### src/rtl/bank_pwr_pkg.sv
package bank_pwr_pkg;
  typedef enum logic [2:0] {
    BK_ON   = 3'd0,
    BK_LS   = 3'd1,
    BK_DS   = 3'd2,
    BK_SD   = 3'd3,
    BK_WAKE = 3'd4
  } bank_st_e;
endpackage

### src/rtl/bank_fsm.sv
module bank_fsm
  import bank_pwr_pkg::*;
#(
  parameter int IDLE_W    = 6,
  parameter int WAKE_LS   = 2,
  parameter int WAKE_DEEP = 4
) (
  input  logic              clk,
  input  logic              rst_n,
  input  logic              want_i,
  input  logic              boot_i,
  input  logic              hit_i,
  input  logic              wr_i,
  input  logic [IDLE_W-1:0] idle_lim_i,
  output logic              ls_o,
  output logic              ds_o,
  output logic              sd_o,
  output logic              rdy_o
);
  localparam int WCNT_W = $clog2(WAKE_DEEP + 1);
  localparam logic [WCNT_W-1:0] LS_LOAD   = WCNT_W'(WAKE_LS - 1);
  localparam logic [WCNT_W-1:0] DEEP_LOAD = WCNT_W'(WAKE_DEEP - 1);

  bank_st_e          st_q, st_d;
  logic [WCNT_W-1:0] wcnt_q, wcnt_d;
  logic [IDLE_W-1:0] icnt_q, icnt_d;
  logic              used_q, used_d;
  logic              full_q, full_d;

  always_comb begin
    st_d   = st_q;
    wcnt_d = wcnt_q;
    icnt_d = icnt_q;
    used_d = used_q;
    full_d = full_q;
    unique case (st_q)
      BK_ON: begin
        if (!want_i) begin
          icnt_d = '0;
          if (full_q)      st_d = BK_LS;
          else if (used_q) st_d = BK_DS;
          else             st_d = BK_SD;
        end else if (hit_i) begin
          icnt_d = '0;
          if (boot_i) used_d = 1'b1;
          if (wr_i)   full_d = 1'b1;
        end else if (boot_i && !used_q) begin
          st_d = BK_SD;
        end else if (idle_lim_i != '0) begin
          if (icnt_q >= idle_lim_i - 1'b1) begin
            st_d   = BK_LS;
            icnt_d = '0;
          end else begin
            icnt_d = icnt_q + 1'b1;
          end
        end
      end
      BK_LS, BK_DS, BK_SD: begin
        if (want_i && hit_i) begin
          st_d   = BK_WAKE;
          wcnt_d = (st_q == BK_LS) ? LS_LOAD : DEEP_LOAD;
          icnt_d = '0;
        end
      end
      BK_WAKE: begin
        if (wcnt_q == '0) st_d = BK_ON;
        else              wcnt_d = wcnt_q - 1'b1;
      end
      default: st_d = BK_ON;
    endcase
    if (st_d == BK_DS || st_d == BK_SD) full_d = 1'b0;
  end

  always_ff @(posedge clk or negedge rst_n) begin
    if (!rst_n) begin
      st_q   <= BK_ON;
      wcnt_q <= '0;
      icnt_q <= '0;
      used_q <= 1'b0;
      full_q <= 1'b0;
    end else begin
      st_q   <= st_d;
      wcnt_q <= wcnt_d;
      icnt_q <= icnt_d;
      used_q <= used_d;
      full_q <= full_d;
    end
  end

  assign ls_o  = (st_q == BK_LS);
  assign ds_o  = (st_q == BK_DS);
  assign sd_o  = (st_q == BK_SD);
  assign rdy_o = (st_q == BK_ON);
endmodule

### src/rtl/bank_ram.sv
module bank_ram #(
  parameter int DATA_W = 8,
  parameter int WORD_W = 4
) (
  input  logic              clk,
  input  logic              rst_n,
  input  logic              ls_i,
  input  logic              ds_i,
  input  logic              sd_i,
  input  logic              ce_i,
  input  logic              we_i,
  input  logic [WORD_W-1:0] addr_i,
  input  logic [DATA_W-1:0] wdata_i,
  output logic [DATA_W-1:0] rdata_o
);
  localparam int WORDS = 1 << WORD_W;

  logic [DATA_W-1:0] mem [WORDS];
  logic [WORDS-1:0]  held_q;
  logic              acc;

  assign acc = ce_i && !(ls_i || ds_i || sd_i);

  always_ff @(posedge clk) begin
    if (acc && we_i) mem[addr_i] <= wdata_i;
  end

  always_ff @(posedge clk or negedge rst_n) begin
    if (!rst_n)              held_q <= '0;
    else if (ds_i || sd_i)   held_q <= '0;
    else if (acc && we_i)    held_q[addr_i] <= 1'b1;
  end

  always_ff @(posedge clk) begin
    if (acc && !we_i) rdata_o <= held_q[addr_i] ? mem[addr_i] : '1;
  end
endmodule

### src/rtl/bank_pwr_ctrl.sv
module bank_pwr_ctrl #(
  parameter int NBANK     = 8,
  parameter int ADDR_W    = 7,
  parameter int DATA_W    = 8,
  parameter int IDLE_W    = 6,
  parameter int WAKE_LS   = 2,
  parameter int WAKE_DEEP = 4
) (
  input  logic              clk,
  input  logic              rst_n,
  input  logic              half_i,
  input  logic              boot_done_i,
  input  logic [IDLE_W-1:0] idle_lim_i,
  input  logic              req_i,
  input  logic              we_i,
  input  logic [ADDR_W-1:0] addr_i,
  input  logic [DATA_W-1:0] wdata_i,
  output logic              gnt_o,
  output logic              blk_o,
  output logic              void_o,
  output logic              rvalid_o,
  output logic [DATA_W-1:0] rdata_o,
  output logic [NBANK-1:0]  ls_o,
  output logic [NBANK-1:0]  ds_o,
  output logic [NBANK-1:0]  sd_o,
  output logic [NBANK-1:0]  rdy_o
);
  localparam int BSEL_W   = $clog2(NBANK);
  localparam int WORD_W   = ADDR_W - BSEL_W;
  localparam int HALF_SET = NBANK / 2;

  logic [1:0]        rs_q;
  logic              rst_int_n;
  logic              boot_q;
  logic [BSEL_W-1:0] idx, sel_q;
  logic [NBANK-1:0]  want, hit;
  logic              rvalid_q;
  logic [DATA_W-1:0] brd [NBANK];

  always_ff @(posedge clk or negedge rst_n) begin
    if (!rst_n) rs_q <= 2'b00;
    else        rs_q <= {rs_q[0], 1'b1};
  end
  assign rst_int_n = rs_q[1];

  always_ff @(posedge clk or negedge rst_int_n) begin
    if (!rst_int_n)       boot_q <= 1'b0;
    else if (boot_done_i) boot_q <= 1'b1;
  end

  assign idx    = addr_i[ADDR_W-1 -: BSEL_W];
  assign gnt_o  = req_i && want[idx] && rdy_o[idx];
  assign blk_o  = req_i && !want[idx];
  assign void_o = req_i && (ds_o[idx] || sd_o[idx]);

  generate
    for (genvar b = 0; b < NBANK; b++) begin : g_bank
      assign want[b] = !half_i || (b < HALF_SET);
      assign hit[b]  = req_i && (idx == BSEL_W'(b));

      bank_fsm #(
        .IDLE_W   (IDLE_W),
        .WAKE_LS  (WAKE_LS),
        .WAKE_DEEP(WAKE_DEEP)
      ) u_fsm (
        .clk       (clk),
        .rst_n     (rst_int_n),
        .want_i    (want[b]),
        .boot_i    (boot_q),
        .hit_i     (hit[b]),
        .wr_i      (we_i),
        .idle_lim_i(idle_lim_i),
        .ls_o      (ls_o[b]),
        .ds_o      (ds_o[b]),
        .sd_o      (sd_o[b]),
        .rdy_o     (rdy_o[b])
      );

      bank_ram #(
        .DATA_W(DATA_W),
        .WORD_W(WORD_W)
      ) u_ram (
        .clk    (clk),
        .rst_n  (rst_int_n),
        .ls_i   (ls_o[b]),
        .ds_i   (ds_o[b]),
        .sd_i   (sd_o[b]),
        .ce_i   (gnt_o && hit[b]),
        .we_i   (we_i),
        .addr_i (addr_i[WORD_W-1:0]),
        .wdata_i(wdata_i),
        .rdata_o(brd[b])
      );
    end
  endgenerate

  always_ff @(posedge clk or negedge rst_int_n) begin
    if (!rst_int_n) begin
      rvalid_q <= 1'b0;
      sel_q    <= '0;
    end else begin
      rvalid_q <= gnt_o && !we_i;
      if (gnt_o) sel_q <= idx;
    end
  end

  assign rvalid_o = rvalid_q;
  assign rdata_o  = brd[sel_q];
endmodule

### config.mk
export PLATFORM = sky130hd
export DESIGN_NAME = bank_pwr_ctrl
export DESIGN_NICKNAME = d
export VERILOG_FILES = /design/src/rtl/bank_pwr_pkg.sv /design/src/rtl/bank_fsm.sv /design/src/rtl/bank_ram.sv /design/src/rtl/bank_pwr_ctrl.sv
export SDC_FILE = /design/constraint.sdc
export NUM_CORES = 2
export LEC_CHECK = 0
export BUFFER_PORTS_ARGS = -buffer_cell sky130_fd_sc_hd__buf_4
export CORE_UTILIZATION = 57
export CTS_CLUSTER_DIAMETER = 50
export DETAILED_ROUTE_END_ITERATION = 8
export HOLD_SLACK_MARGIN = 0.15
export PLACE_DENSITY = 0.82
export SKIP_CTS_REPAIR_TIMING = 1
export SLEW_MARGIN = 20
export SYNTH_ARGS = -nofsm -noshare
export SYNTH_HDL_FRONTEND = slang
export SYNTH_SLANG_ARGS = --single-unit
### constraint.sdc
create_clock -name clk -period 7.3 [get_ports clk]
set_input_delay 0.365 -clock clk [delete_from_list [all_inputs] [get_ports clk]]
set_output_delay 0.365 -clock clk [all_outputs]
set_load 0.02 [all_outputs]
==> impl_metrics.py <==
metrics = {
    "outcome": {
        "status": "finished clean",
    },
    "worst_setup_path": {
        "reg2reg_depth": 6,
        "worstReg2RegEnd": "g_bank[5].u_ram.mem[13][0]$_DFFE_PP_",
        "critPathArrivalTime_ns": 4.97,
        "crit_family": "simple AND/OR/NAND/NOR gates",
        "cp_max_fo": 16,
        "start_kind": "flip-flop",
        "worstPathCellList": "nor3_1 -> mux4_2 -> a21oi_1 -> nor3_2 -> nand2_1 -> nor2_1",
        "crit_required_ns": 7.65,
        "r2r_slack_ns": 2.67,
        "slowest_delay_ns": 0.90,
        "slowest_stage": "nor2_1",
        "r2r_start": "g_bank[3].u_fsm.st_q[2]$_DFFE_PN0P_",
        "end_kind": "flip-flop",
        "critPathBufInv": 0,
        "worstSetupPathType": "flip-flop to flip-flop",
    },
    "cts": {
        "insertion_delay_ns": 0.75,
        "cts.sinks": 1331,
        "clk_pin_slew_ns": 0.06,
        "cts_max_level": 4,
        "clock-root-buffer": "clkbuf_16",
        "cts_buffer_depth": 3,
        "tritoncts": "done",
        "cts_made_buffers": 138,
    },
    "drt": {
        "vias": 29834,
        "drt_wl_total_um": 139000,
        "via_per_inst": 6.77,
        "wire_per_inst_um": 31.5,
        "firstDrtPassIters": 8,
        "antenna_left": 0,
        "drc": 0,
        "drt-initial-drc-count": 3927,
    },
    "synth": {
        "synth.mux.area_fraction_pct": 16.0,
        "yosysTopAreaCellShare_pct": 59.8,
        "synth_simple_gate_area_share_pct": 5.62,
        "syn_nets": 3025,
        "yosysWarnings": 0,
        "synth_cell_type_count": 65,
        "synth-compound-area-share_pct": 3.98,
        "synth-seq-cells": 1331,
        "synth-seq-area-share_pct": 70.9,
        "synth_xor_area_share_pct": 0.144,
        "synth-adder-area-share_pct": 1.42,
        "syn_area_um2": 54600,
        "synth_top_family_by_area": "multiplexers",
        "ys.flop_type": "edfxtp_1",
        "syn_inst": 2948,
        "async_reset_ff_share_pct": 18.3,
        "postSynthAreaPerCell_um2": 18.5,
        "synth.area.top_cells": "edfxtp_1, mux4_2, dfrtp_1, o21a_1, nor2_1",
        "synth_top_area_cell": "edfxtp_1",
        "synth-edff-count": 1088,
    },
    "hold_path": {
        "whs_path_depth": 1,
        "holdCritPathClass": "input port to flip-flop",
        "hp-start": "wdata_i[4]",
        "min_to": "g_bank[5].u_ram.mem[15][4]$_DFFE_PP_",
    },
    "global_route": {
        "grt_usage_pct": 29.2,
        "grt-ovfl-total": 0,
        "grt_max_degree": 158,
        "grt_pass1_wl_um": 205000,
        "grt_pass1_vias": 30472,
        "antenna_found_initial": 4,
    },
    "power_and_ir_drop": {
        "powerDensity_nw_per_um2": 285,
        "p_comb_share_pct": 10.3,
        "p_leak_nw": 21.0,
        "internal-power_mw": 13.0,
        "max-vdd-ir-drop_v": 0.000212,
        "clockPowerShare_pct": 40.1,
        "swShare_pct": 24.9,
        "seqPwrFrac_pct": 49.6,
        "switching_power_mw": 4.31,
    },
    "timing": {
        "slew_violations": 0,
        "final_hold_viol_count": 0,
        "max_clock_freq_mhz": 216,
        "fin_skew_ns": 0.0435,
        "post-route-min-period_ns": 4.63,
        "setup_tns_ns": 0,
        "setup_ws_ns": 2.67,
        "rsz0062_at_grt": "no",
        "hold_ws_ns": 0.169,
        "worst-slew-pin-transition_ns": 1.27,
        "slew_headroom_pct": 15.2,
        "period_share_pct": 63.4,
        "setup_violations": 0,
    },
    "place": {
        "gp_congestion": 0.872,
        "dp_hpwl_um": 80600,
        "place_ws_ns": 2.88,
        "place.port_buffers": 70,
        "dp_cells": 4145,
    },
    "die": {
        "core_area_um2": 95000,
        "rows": 113,
        "fp.dieH_um": 312,
        "die_area_um2": 97100,
        "die_w_um": 312,
        "ios": 71,
        "start_util_pct": 57.5,
    },
    "layout": {
        "fill_cells": 6004,
        "drive_above_1_share_pct": 24.4,
        "final_nets": 3105,
        "syn2layout_area_growth_pct": 11.2,
        "finalNonFillerCells": 4408,
    },
    "flow_run": {
        "drv_cap": 0,
    },
}
sequential cells by signal, indices dropped and copies added, names as in the netlist:
register and flops:
g_bank.u_ram.mem 1024, g_bank.u_ram.held_q 128, g_bank.u_ram.rdata_o 64, g_bank.u_fsm.icnt_q 48
g_bank.u_fsm.st_q 24, g_bank.u_fsm.wcnt_q 24, g_bank.u_fsm.used_q 8, g_bank.u_fsm.full_q 4
sel_q 3, rs_q 2, boot_q 1, rvalid_o 1
worst max-delay path by stage:
stage | startpoint | endpoint | slack, ns | cells after the start
4_1_cts | g_bank[3].u_fsm.st_q[2]$_DFFE_PN0P_ | g_bank[5].u_ram.mem[13][0]$_DFFE_PP_ | 2.78 | 6
2_1_floorplan | rs_q[1]$_DFF_PN0_ | boot_q$_DFFE_PN0P_ | 0.03 | 0
6_report | g_bank[3].u_fsm.st_q[2]$_DFFE_PN0P_ | g_bank[5].u_ram.mem[13][0]$_DFFE_PP_ | 2.67 | 6
3_3_place_gp | g_bank[3].u_fsm.st_q[2]$_DFFE_PN0P_ | g_bank[5].u_ram.mem[0][0]$_DFFE_PP_ | 3.06 | 6
3_5_place_dp | g_bank[3].u_fsm.st_q[2]$_DFFE_PN0P_ | g_bank[5].u_ram.mem[1][0]$_DFFE_PP_ | 2.88 | 6
5_1_grt | g_bank[3].u_fsm.st_q[2]$_DFFE_PN0P_ | g_bank[5].u_ram.mem[13][0]$_DFFE_PP_ | 2.55 | 6
metal layers:
layer  part of all wire [%]  global-route usage (%)  vias to the layer above
met1                     35                    37.8                    15418
met2                     50                    48.3                     2116
li1                       -                       -                    11894
met5                  0.020                       0                        -
met4                    4.6                    12.1                        4
met3                     11                    6.16                      402
logic make-up (layout without fill, tap and decap cells):
kind of cell,count (synthesis),count (layout)
simple gates,608,608
xor+xnor,9,9
fa+ha+maj,65,65
mux,399,399
buf+inv,223,417
compound gates,312,312
other cells,1,2
flops,1331,1331
layout by cell type, fill, tap and decap left out, types with 56 or more instances in the layout:
| master | instances |
|---|---|
| edfxtp_1 | 1088 |
| mux4_2 | 380 |
| dfrtp_1 | 241 |
| nor2_1 | 193 |
| clkbuf_16 | 143 |
| o21a_1 | 120 |
| nand2b_1 | 97 |
| nand2_1 | 97 |
| buf_4 | 95 |
| inv_1 | 56 |
power by group through the flow:
stage          combinational [mW]  clock, mW  sequential, mW
2_1_floorplan                1.23          0            8.63
3_3_place_gp                 1.64          0            8.69
3_5_place_dp                 1.72          0            8.72
4_1_cts                      1.76       6.97            8.57
5_1_grt                      1.88       7.25            8.59
6_report                     1.77       6.94            8.58
worst reg2reg max path, cell delays in order (launching register included):
cell and delay [ns]:
dfrtp_1 0.53, nor3_1 0.73, mux4_2 0.41, a21oi_1 0.13, nor3_2 0.78, nand2_1 0.73
nor2_1 0.91
metrics by stage:
step / utilization (%) / cell area, um^2 / total power [mW]
3_5_place_dp: 59.2 / 56200 / 10.4
4_1_cts: 63.9 / 60700 / 17.3
6_report: 63.9 / 60800 / 17.3
3_3_place_gp: 59.2 / 56200 / 10.3
5_1_grt: 63.9 / 60800 / 17.7
2_1_floorplan: - / 54600 / 9.85
cells in the mapped netlist, types with 8 or more instances:
| library cell | number |
|---|---|
| edfxtp_1 | 1088 |
| mux4_2 | 380 |
| dfrtp_1 | 243 |
| nor2_1 | 193 |
| o21a_1 | 120 |
| nand2b_1 | 98 |
| nand2_1 | 97 |
| clkbuf_1 | 82 |
| inv_1 | 56 |
| ha_1 | 50 |
| nand3_1 | 50 |
| a21oi_1 | 49 |
| buf_1 | 42 |
| buf_4 | 33 |
| nor2_2 | 32 |
| nor3_1 | 29 |
| o21ai_0 | 28 |
| a21o_1 | 26 |
| nor2b_1 | 22 |
| a31oi_1 | 20 |
| and3_1 | 16 |
| mux2_2 | 14 |
| maj3_1 | 13 |
| o31ai_1 | 13 |
| or2_2 | 11 |
| nand4_1 | 10 |
| a22o_1 | 9 |
| or3_1 | 9 |
| nor2_4 | 8 |
| nor4_1 | 8 |
layout make-up:
| type | instances | area [um^2] | area share [%] |
|---|---|---|---|
| Sequential cell | 1331 | 38800 | 63.8 |
| Multi-Input combinational cell | 1394 | 14900 | 24.5 |
| Clock buffer | 189 | 3880 | 6.39 |
| Tap cell | 1265 | 1580 | 2.61 |
| Timing Repair Buffer | 107 | 863 | 1.42 |
| Clock inverter | 65 | 586 | 0.964 |
| Inverter | 56 | 210 | 0.346 |
| Antenna cell | 1 | 2.50 | 0.00412 |
No activity file was read; power rests on OpenSTA's default activity.
